===== src/rtl/mmrsp_pkg.sv =====
// Shared definitions for the register bank slave.
// Assumes: the 2-bit status code is shared by read answers and write
// acknowledgements.
package mmrsp_pkg;

    typedef enum logic [1:0] {
        RESP_OKAY   = 2'b00,
        RESP_RSVD   = 2'b01,
        RESP_SLVERR = 2'b10,
        RESP_DECERR = 2'b11
    } resp_e;

endpackage


===== src/rtl/mmrsp_cmd_gate.sv =====
// Command gate: decides which command, if any, is taken in the current cycle.
// Assumes: at most one command per cycle; the full flag comes from a registered
// counter, so this gate is purely combinational.
module mmrsp_cmd_gate (
    input  logic rd_req,
    input  logic wr_req,
    input  logic wr_full,
    output logic acc_rd,
    output logic acc_wr,
    output logic stall
);

    logic conflict;

    // Classify the request and produce the accept strobes and the stall.
    always_comb begin
        conflict = rd_req & wr_req;
        acc_rd   = rd_req & ~wr_req;
        acc_wr   = wr_req & ~rd_req & ~wr_full;
        stall    = conflict | (wr_req & wr_full);
    end

endmodule


===== src/rtl/mmrsp_regbank.sv =====
// Register storage with byte-lane writes and a combinational read mux.
// Assumes: NUM_REGS is below 2**ADDR_W; addresses at or above NUM_REGS
// decode to nothing and read as zero.
module mmrsp_regbank #(
    parameter int ADDR_W   = 8,
    parameter int DATA_W   = 32,
    parameter int NUM_REGS = 8
) (
    input  logic                  clk,
    input  logic                  rst_n,
    input  logic                  wr_en,
    input  logic [ADDR_W-1:0]     addr,
    input  logic [DATA_W-1:0]     wdata,
    input  logic [DATA_W/8-1:0]   be,
    output logic [DATA_W-1:0]     rdata,
    output logic                  hit
);

    localparam int              BE_W  = DATA_W / 8;
    localparam logic [ADDR_W:0] LIMIT = (ADDR_W + 1)'(NUM_REGS);

    logic [NUM_REGS-1:0][DATA_W-1:0] regs;

    // Address decode: inside the bank or not.
    always_comb begin
        hit = ({1'b0, addr} < LIMIT);
    end

    // Storage update, byte lane by byte lane, for the addressed register.
    always_ff @(posedge clk) begin
        if (!rst_n) begin
            regs <= '0;
        end else if (wr_en && hit) begin
            for (int r = 0; r < NUM_REGS; r++) begin
                if (addr == ADDR_W'(r)) begin
                    for (int b = 0; b < BE_W; b++) begin
                        if (be[b]) begin
                            regs[r][8*b +: 8] <= wdata[8*b +: 8];
                        end
                    end
                end
            end
        end
    end

    // Read selection; a miss leaves the result at zero.
    always_comb begin
        rdata = '0;
        for (int r = 0; r < NUM_REGS; r++) begin
            if (addr == ADDR_W'(r)) begin
                rdata = regs[r];
            end
        end
    end

endmodule


===== src/rtl/mmrsp_return_pipe.sv =====
// Fixed-latency return path: a strobe plus payload shifted through STAGES
// registers.
// Assumes: STAGES >= 1; the payload is zeroed in stages that carry no strobe,
// so the output payload reads zero when the strobe is low.
module mmrsp_return_pipe #(
    parameter int STAGES = 4,
    parameter int PAY_W  = 2
) (
    input  logic             clk,
    input  logic             rst_n,
    input  logic             in_valid,
    input  logic [PAY_W-1:0] in_pay,
    output logic             out_valid,
    output logic [PAY_W-1:0] out_pay
);

    logic [STAGES-1:0]            vld;
    logic [STAGES-1:0][PAY_W-1:0] pay;

    // Shift the strobe and the payload one stage per cycle.
    always_ff @(posedge clk) begin
        if (!rst_n) begin
            vld <= '0;
            pay <= '0;
        end else begin
            vld[0] <= in_valid;
            pay[0] <= in_valid ? in_pay : '0;
            for (int s = 1; s < STAGES; s++) begin
                vld[s] <= vld[s-1];
                pay[s] <= pay[s-1];
            end
        end
    end

    // Present the last stage.
    always_comb begin
        out_valid = vld[STAGES-1];
        out_pay   = pay[STAGES-1];
    end

endmodule


===== src/rtl/mmrsp_wr_credit.sv =====
// Counter of accepted but unacknowledged writes, with a full flag.
// Assumes: take is never asserted while full, and give only while the count
// is non-zero.
module mmrsp_wr_credit #(
    parameter int PENDING_WRITES = 2
) (
    input  logic clk,
    input  logic rst_n,
    input  logic take,
    input  logic give,
    output logic full
);

    localparam int CNT_W = $clog2(PENDING_WRITES + 1);

    logic [CNT_W-1:0] cnt;

    // Track the outstanding count.
    always_ff @(posedge clk) begin
        if (!rst_n) begin
            cnt <= '0;
        end else begin
            case ({take, give})
                2'b10:   cnt <= cnt + CNT_W'(1);
                2'b01:   cnt <= cnt - CNT_W'(1);
                default: cnt <= cnt;
            endcase
        end
    end

    // Flag the cap.
    always_comb begin
        full = (cnt == CNT_W'(PENDING_WRITES));
    end

endmodule


===== src/rtl/mmrsp_slave.sv =====
// Register bank slave with split-phase reads and acknowledged writes.
// Assumes: one command per cycle; the read and write return paths have fixed
// latencies, so answers stay in command order without tags; the write
// acknowledgement count is capped at PENDING_WRITES.
module mmrsp_slave
    import mmrsp_pkg::*;
#(
    parameter int ADDR_W         = 8,
    parameter int DATA_W         = 32,
    parameter int NUM_REGS       = 8,
    parameter int PENDING_WRITES = 2,
    parameter int WR_LATENCY     = 4,
    parameter int RD_LATENCY     = 2
) (
    input  logic                  clk,
    input  logic                  rst_n,
    input  logic [ADDR_W-1:0]     cmd_addr,
    input  logic [DATA_W/8-1:0]   cmd_byteen,
    input  logic [DATA_W-1:0]     cmd_wdata,
    input  logic                  cmd_write,
    input  logic                  cmd_read,
    output logic                  cmd_wait,
    output logic                  rd_valid,
    output logic [DATA_W-1:0]     rd_data,
    output logic [1:0]            rd_resp,
    output logic                  wr_resp_valid,
    output logic [1:0]            wr_resp
);

    localparam int RD_PAY_W = DATA_W + 2;

    logic                acc_rd;
    logic                acc_wr;
    logic                wr_full;
    logic                hit;
    logic [DATA_W-1:0]   bank_rdata;
    logic [1:0]          cmd_code;
    logic [RD_PAY_W-1:0] rd_pay;

    mmrsp_cmd_gate u_gate (
        .rd_req  (cmd_read),
        .wr_req  (cmd_write),
        .wr_full (wr_full),
        .acc_rd  (acc_rd),
        .acc_wr  (acc_wr),
        .stall   (cmd_wait)
    );

    mmrsp_regbank #(
        .ADDR_W   (ADDR_W),
        .DATA_W   (DATA_W),
        .NUM_REGS (NUM_REGS)
    ) u_bank (
        .clk   (clk),
        .rst_n (rst_n),
        .wr_en (acc_wr),
        .addr  (cmd_addr),
        .wdata (cmd_wdata),
        .be    (cmd_byteen),
        .rdata (bank_rdata),
        .hit   (hit)
    );

    // Status code for the command being taken.
    always_comb begin
        cmd_code = hit ? RESP_OKAY : RESP_DECERR;
    end

    mmrsp_wr_credit #(
        .PENDING_WRITES (PENDING_WRITES)
    ) u_credit (
        .clk   (clk),
        .rst_n (rst_n),
        .take  (acc_wr),
        .give  (wr_resp_valid),
        .full  (wr_full)
    );

    mmrsp_return_pipe #(
        .STAGES (WR_LATENCY),
        .PAY_W  (2)
    ) u_wr_ret (
        .clk       (clk),
        .rst_n     (rst_n),
        .in_valid  (acc_wr),
        .in_pay    (cmd_code),
        .out_valid (wr_resp_valid),
        .out_pay   (wr_resp)
    );

    mmrsp_return_pipe #(
        .STAGES (RD_LATENCY),
        .PAY_W  (RD_PAY_W)
    ) u_rd_ret (
        .clk       (clk),
        .rst_n     (rst_n),
        .in_valid  (acc_rd),
        .in_pay    ({cmd_code, bank_rdata}),
        .out_valid (rd_valid),
        .out_pay   (rd_pay)
    );

    // Split the read return payload onto the output ports.
    always_comb begin
        rd_resp = rd_pay[RD_PAY_W-1 -: 2];
        rd_data = rd_pay[DATA_W-1:0];
    end

endmodule


===== config.mk =====
export PLATFORM = sky130hd
export DESIGN_NAME = mmrsp_slave
export DESIGN_NICKNAME = d
export VERILOG_FILES = /design/src/rtl/mmrsp_pkg.sv /design/src/rtl/mmrsp_cmd_gate.sv /design/src/rtl/mmrsp_regbank.sv /design/src/rtl/mmrsp_return_pipe.sv /design/src/rtl/mmrsp_wr_credit.sv /design/src/rtl/mmrsp_slave.sv
export SDC_FILE = /design/constraint.sdc
export NUM_CORES = 1
export LEC_CHECK = 0
export BUFFER_PORTS_ARGS = -buffer_cell sky130_fd_sc_hd__buf_2
export CAP_MARGIN = 20
export CORE_ASPECT_RATIO = 1.1
export CORE_MARGIN = 1.5
export CORE_UTILIZATION = 45
export DETAILED_ROUTE_END_ITERATION = 8
export GPL_TIMING_DRIVEN = 0
export SETUP_SLACK_MARGIN = 0.5
export SYNTH_ARGS = -nofsm -noshare
export SYNTH_HDL_FRONTEND = slang
export SYNTH_SLANG_ARGS = --single-unit
export TNS_END_PERCENT = 20

===== constraint.sdc =====
create_clock -name clk -period 2.92 [get_ports clk]
set_input_delay 0.292 -clock clk [delete_from_list [all_inputs] [get_ports clk]]
set_output_delay 0.292 -clock clk [all_outputs]
set_load 0.005 [all_outputs]

==> results of run 1 <==
[cell usage after synthesis (2+ instances only)]
| cell | instances | area share (%) |
|---|---|---|
| clkbuf_1 | 66 | 1.7 |
| buf_4 | 55 | 2.9 |
| nand2_1 | 313 | 8.2 |
| o21ai_0 | 25 | 0.88 |
| and2_1 | 43 | 1.9 |
| nor2_1 | 2 | 0.053 |
| a211oi_1 | 32 | 1.7 |
| nand2_2 | 2 | 0.088 |
| o211a_1 | 16 | 1.1 |
| o2111a_1 | 16 | 1.3 |
| a21oi_1 | 48 | 1.7 |
| dfxtp_1 | 334 | 47 |
| a221oi_1 | 16 | 0.98 |
| buf_6 | 2 | 0.16 |
| and3_1 | 2 | 0.088 |
| o22ai_1 | 32 | 1.4 |
| or4_1 | 20 | 1.1 |
| mux2_1 | 30 | 2.4 |
| buf_2 | 18 | 0.63 |
| xnor2_1 | 2 | 0.12 |
| o21ai_1 | 8 | 0.28 |
| buf_1 | 7 | 0.18 |
| mux2_2 | 2 | 0.16 |
| nand2b_1 | 4 | 0.18 |
| a21boi_0 | 2 | 0.11 |
| nand3_1 | 2 | 0.070 |
| nor2b_1 | 33 | 1.4 |
| mux2i_1 | 288 | 20 |
| nor4_4 | 12 | 1.8 |
[power breakdown]
part / switching (mW) / internal, mW
Combinational: 0.438 / 0.122
Clock: 1.81 / 2.61
Sequential: 0.00428 / 4.57
Total: 2.25 / 7.30
[placed cells by master (no fill, tap or decap), drive strengths merged, types with 4 or more instances in the layout]
cell,netlist,layout
o211a,16,16
nand2b,4,4
nand2,315,315
clkinv,0,6
or4,20,20
o2111a,16,16
dfxtp,334,334
a221oi,16,16
a21oi,48,48
mux2,32,32
nor2b,33,33
mux2i,288,288
clkbuf,67,122
buf,82,164
o22ai,32,32
nor4,12,12
and2,43,43
o21ai,33,33
a211oi,32,32
[per-layer routing]
| layer | wire length (microns) | track usage (%) | up-vias |
|---|---|---|---|
| li1 | - | - | 5215 |
| met1 | 19680 | 34.62 | 5410 |
| met2 | 20570 | 45.32 | 382 |
| met3 | 2439 | 3.497 | 137 |
| met4 | 2483 | 15.18 | 0 |
| met5 | 0 | 0 | - |
[flip-flops by register name, summed over array words and instances, names as in the netlist]
| name | flops |
|---|---|
| u_bank.regs | 256 |
| u_rd_ret.out_pay | 33 |
| u_rd_ret.pay | 33 |
| u_wr_ret.vld | 4 |
| u_wr_ret.pay | 3 |
| u_credit.cnt | 2 |
| u_rd_ret.vld | 2 |
| u_wr_ret.out_pay | 1 |
[cell type report]
| type | count | area [sq um] |
|---|---|---|
| Clock inverter | 6 | 30.03 |
| Antenna cell | 1 | 2.502 |
| Timing Repair Buffer | 82 | 410.4 |
| Multi-Input combinational cell | 955 | 6769 |
| Inverter | 2 | 7.507 |
| Buffer | 149 | 804.5 |
| Tap cell | 420 | 525.5 |
| Sequential cell | 334 | 6686 |
| Fill cell | 2949 | 14960 |
| Clock buffer | 55 | 1114 |
[metrics by stage]
step	std cells	worst slack (ns)	hold WS (ns)
final	2004	0.6629	0.1010
after detailed placement	1942	0.3278	0.4169
after floorplan	1440	1.185	0.4119
after global placement	1942	0.3727	0.4139
after global routing	2004	0.5463	0.1251
after CTS	2003	0.6917	0.1102
[path summary, 6_finish.rpt]
check / slack [ns] / endpoint / depth (start not counted) / startpoint
worst min-delay path: 0.10 / u_rd_ret.vld[0] / 2 / cmd_read
worst max-delay path: 0.66 / u_bank.regs[253] / 5 / u_credit.cnt[0]
worst max register to register: 0.66 / u_bank.regs[253] / 5 / u_credit.cnt[0]
worst min register to register: 0.42 / u_rd_ret.out_pay[0] / 1 / u_rd_ret.pay[0]
[worst max-delay path, cell delays in order, from the launching register on]
cell	delay, ns
dfxtp_1	0.38
nand2b_1	0.17
nand2_1	0.19
buf_2	0.27
nor4_4	0.89
mux2i_1	0.27
[cell families (layout without fill, tap and decap cells)]
family / Yosys count / in the layout / share of synthesized area, %
buffers and inverters: 151 / 294 / 5.691
adder cells (fa/ha/maj): 1 / 1 / 0.08768
XOR/XNOR: 2 / 2 / 0.1228
multiplexers: 320 / 320 / 22.73
AO/OA/AOI/OAI: 195 / 195 / 9.401
flip-flops: 334 / 334 / 46.86
AND/OR/NAND/NOR: 437 / 437 / 15.10
other: 0 / 1 / 0
==> results.toml, run 1 <==
[power]
power_density_nw_per_um2 = 584.3
power_mw = 9.552
ir_drop_v = 0.0004163
p_leak_nw = 7.357

[synth]
synthFlopType = "dfxtp_1"
ys_seq_area_share_pct = 46.86
synth.cell_area_sq_um = 14270
synth_nets = 1489
synth-edff-count = 0
synth-async-reset-ratio_pct = 0
synth_seq_cells = 334
ys_types = 37
synth_warnings = 0
synth_cells = 1440
synth_area_per_cell_sq_um = 9.908

[clock_tree]
clock_sinks = 334
ctsLongestPathBuffers = 3
path_clk_slew_ns = 0.06
cts_setup_buffers = 0
clk_latency_ns = 0.53
cts_made_buffers = 35
cts-root-buf = "clkbuf_16"
cts_resized = 0
cts_tree = "built"
cts_htree_levels = 2
postCtsHoldBufs = 0

[worst_hold_path]
hp-class = "input pin to flip-flop"

[floorplan]
die_area_sq_um = 32780
start_util_pct = 45.57
die_h_microns = 189.8
ios = 87
core_sq_um = 31310
row_count = 68
die_w_microns = 172.8

[worst_setup_path]
critPathCaptureType = "flip-flop"
crit_required_ns = 3.35
critPathMaxFanout = 10
arrival_ns = 2.69
critPathLaunchType = "flip-flop"
crit_type = "flip-flop to flip-flop"

[global_routing]
grt_max_degree = 14
grt_pass1_wl_microns = 67050
overflow = 0
track_usage_pct = 27.33
grt_pass1_vias = 11000
antenna_found_initial = 1

[sta]
finalMaxSlewViolations = 0
maxSlewHeadroom_pct = 28.75
tns_ns = 0
final-setup-viol-count = 0
fin_skew_ns = 0.01578
rsz0062_at_grt = "false"
fmax_mhz = 443.0
hold_viol_final = 0
fin_crit_ns = 2.257
final.period_utilization_pct = 77.30
worst_pin_slew_ns = 1.069

[routing]
ant_nets = 0
drt_first_pass_iters = 5
vias_per_cell = 5.561
post_drt_wl_per_cell_microns = 22.54
remaining_drc_errors = 0
drt_first_iter_violations = 968
wirelength_microns = 45170
via_count = 11140

[place]
gp_congestion = 0.8929
dp_hpwl_microns = 30100
port_buffers = 82
place_area_sq_um = 15200

[final_layout]
fin_util_pct = 52.22
layout-drive-gt1-share_pct = 14.59
nets = 1608
area_growth_pct = 14.59
fin_area_sq_um = 16350

[run_status]
status = "finished clean"

[flow_run]
drv_cap = 0
Note: power is estimated with default switching activity, not from simulation.
==> run 2: changes to the inputs <==
==> constraint.sdc (replaced) <==
create_clock -name clk -period 2.3 [get_ports clk]
set_input_delay 0.23 -clock clk [delete_from_list [all_inputs] [get_ports clk]]
set_output_delay 0.23 -clock clk [all_outputs]
set_load 0.005 [all_outputs]
==> run 2 against run 1 <==
Effect of this change: final cell count grew 0.85%; die area is the same; combinational power grew 28%; clock skew shrank 0.0036 ns; critical path depth grew 1; power grew 27%; sequential share of layout area shrank 0.66 points; design area grew 1.7%; sequential power grew 27%; flip-flop and latch count is the same; global-route usage grew 0.061 points; register-to-register slack lost 0.20 ns; highest routed layer unchanged.
==> results.toml, run 2 (synthesis gave the netlist of run 1 again) <==
[final_layout]
area_growth_pct = 16.49
largest_reg_flops = 256
layout_common_cells = "dfxtp_1 (333), nand2_1 (312), mux2i_1 (288)"
finalNonFillerCells = 2021
regMostFlops = "u_bank.regs"
final_common_cell = "dfxtp_1"
fin_area_sq_um = 16620
nets = 1625
layout-drive-gt1-share_pct = 16.06

[power]
ir_drop_v = 0.0005304
power_density_nw_per_um2 = 730.1
power_mw = 12.13
p_leak_nw = 7.498

[sta]
rsz0062_at_grt = "true"
maxSlewHeadroom_pct = 33.44
hold_viol_final = 0
fmax_mhz = 538.5
worst_pin_slew_ns = 0.9984
final-setup-viol-count = 0
tns_ns = 0
fin_skew_ns = 0.01220
fin_crit_ns = 1.857
finalMaxSlewViolations = 0
final.period_utilization_pct = 80.74

[worst_hold_path]
hold_depth = 2
hp-class = "input pin to flip-flop"
hp-start = "cmd_write"
min_to = "u_rd_ret.vld[0]"

[routing]
post_drt_wl_per_cell_microns = 22.51
wirelength_microns = 45500
vias_per_cell = 5.571
ant_nets = 0
drt_first_iter_violations = 958
remaining_drc_errors = 0
drt_first_pass_iters = 6
via_count = 11260

[run_status]
status = "finished clean"

[floorplan]
start_util_pct = 45.57
die_area_sq_um = 32780
die_h_microns = 189.8
row_count = 68
ios = 87
die_w_microns = 172.8
core_sq_um = 31310

[global_routing]
grt_max_degree = 14
overflow = 0
grt_pass1_wl_microns = 67220
track_usage_pct = 27.39
grt_pass1_vias = 11070
antenna_found_initial = 1

[clock_tree]
cts_htree_levels = 2
cts_made_buffers = 35
clock_sinks = 334
cts_tree = "built"
ctsLongestPathBuffers = 3
cts-root-buf = "clkbuf_16"
path_clk_slew_ns = 0.06
clk_latency_ns = 0.52

[worst_setup_path]
r2r-start = "u_credit.cnt[0]"
reg2reg_setup_slack_ns = 0.46
critical_path.startpoint = "cmd_addr[2]"
arrival_ns = 2.30
reg2reg_to = "u_bank.regs[167]"
critPathMaxFanout = 10
crit_required_ns = 2.74
worstRegToRegCells = 6
critPathLaunchType = "input pin"
critPathCaptureType = "flip-flop"
crit_type = "input pin to flip-flop"

[flow_run]
drv_cap = 0

[place]
dp_hpwl_microns = 30100
gp_congestion = 0.8929
port_buffers = 82
place_area_sq_um = 15200
placed_cells = 1942
[run 2: final cells by class]
type                       count  area, sq um
antenna                        1        2.502
clock buffer                  55         1114
clock inverter                 6        30.03
buffer                       149        827.0
tap                          420        525.5
fill                        2923        14690
timing repair buffer          99        638.1
inverter                       2        7.507
multi-input combinational    955         6788
sequential                   334         6688
[run 2: critical path: stages]
cell      delay (ns)
buf_2           0.23
buf_1           0.43
clkbuf_1        0.70
o22ai_1         0.16
a221oi_1        0.30
o211a_1         0.24
[run 2: power breakdown]
group	leakage (nW)	switching, mW	total, mW	internal, mW
Combinational	4.23	0.556	0.716	0.160
Sequential	2.69	0.00589	5.80	5.80
Clock	0.573	2.30	5.62	3.32
[run 2: metal layers]
layer	GRT usage, %	vias to the layer above	share of wire (%)
met5	0	-	0
met4	15.02	0	5.6
met3	3.457	143	6.3
met2	45.46	431	46
met1	34.77	5433	43
li1	-	5251	-
[run 2: what timing repair did]
action	4_1_cts	5_1_grt
endpoints found under the setup margin	248	257
gates cloned	0	0
gates resized for setup	2	23
hold buffers	0	0
buffers inserted	9	8
pin swaps	7	5
[run 2: metrics by stage]
step                worst slack [ns]  util [%]  hold slack [ns]
CTS                           0.2630     52.69          0.04824
floorplan                     0.5647         -           0.4119
global route                  0.3705     53.08          0.06317
finish                        0.4431     53.08          0.04518
global placement             -0.1853     48.56           0.4139
detailed placement           -0.2302     48.56           0.4169
[run 2: worst max path at each step]
stage	endpoint	depth (start not counted)
finish	u_rd_ret.pay[10]	6
global route	u_rd_ret.pay[25]	6
CTS	u_bank.regs[198]	5
detailed placement	u_rd_ret.pay[9]	6
global placement	u_rd_ret.pay[30]	6
floorplan	u_credit.cnt[1]	6
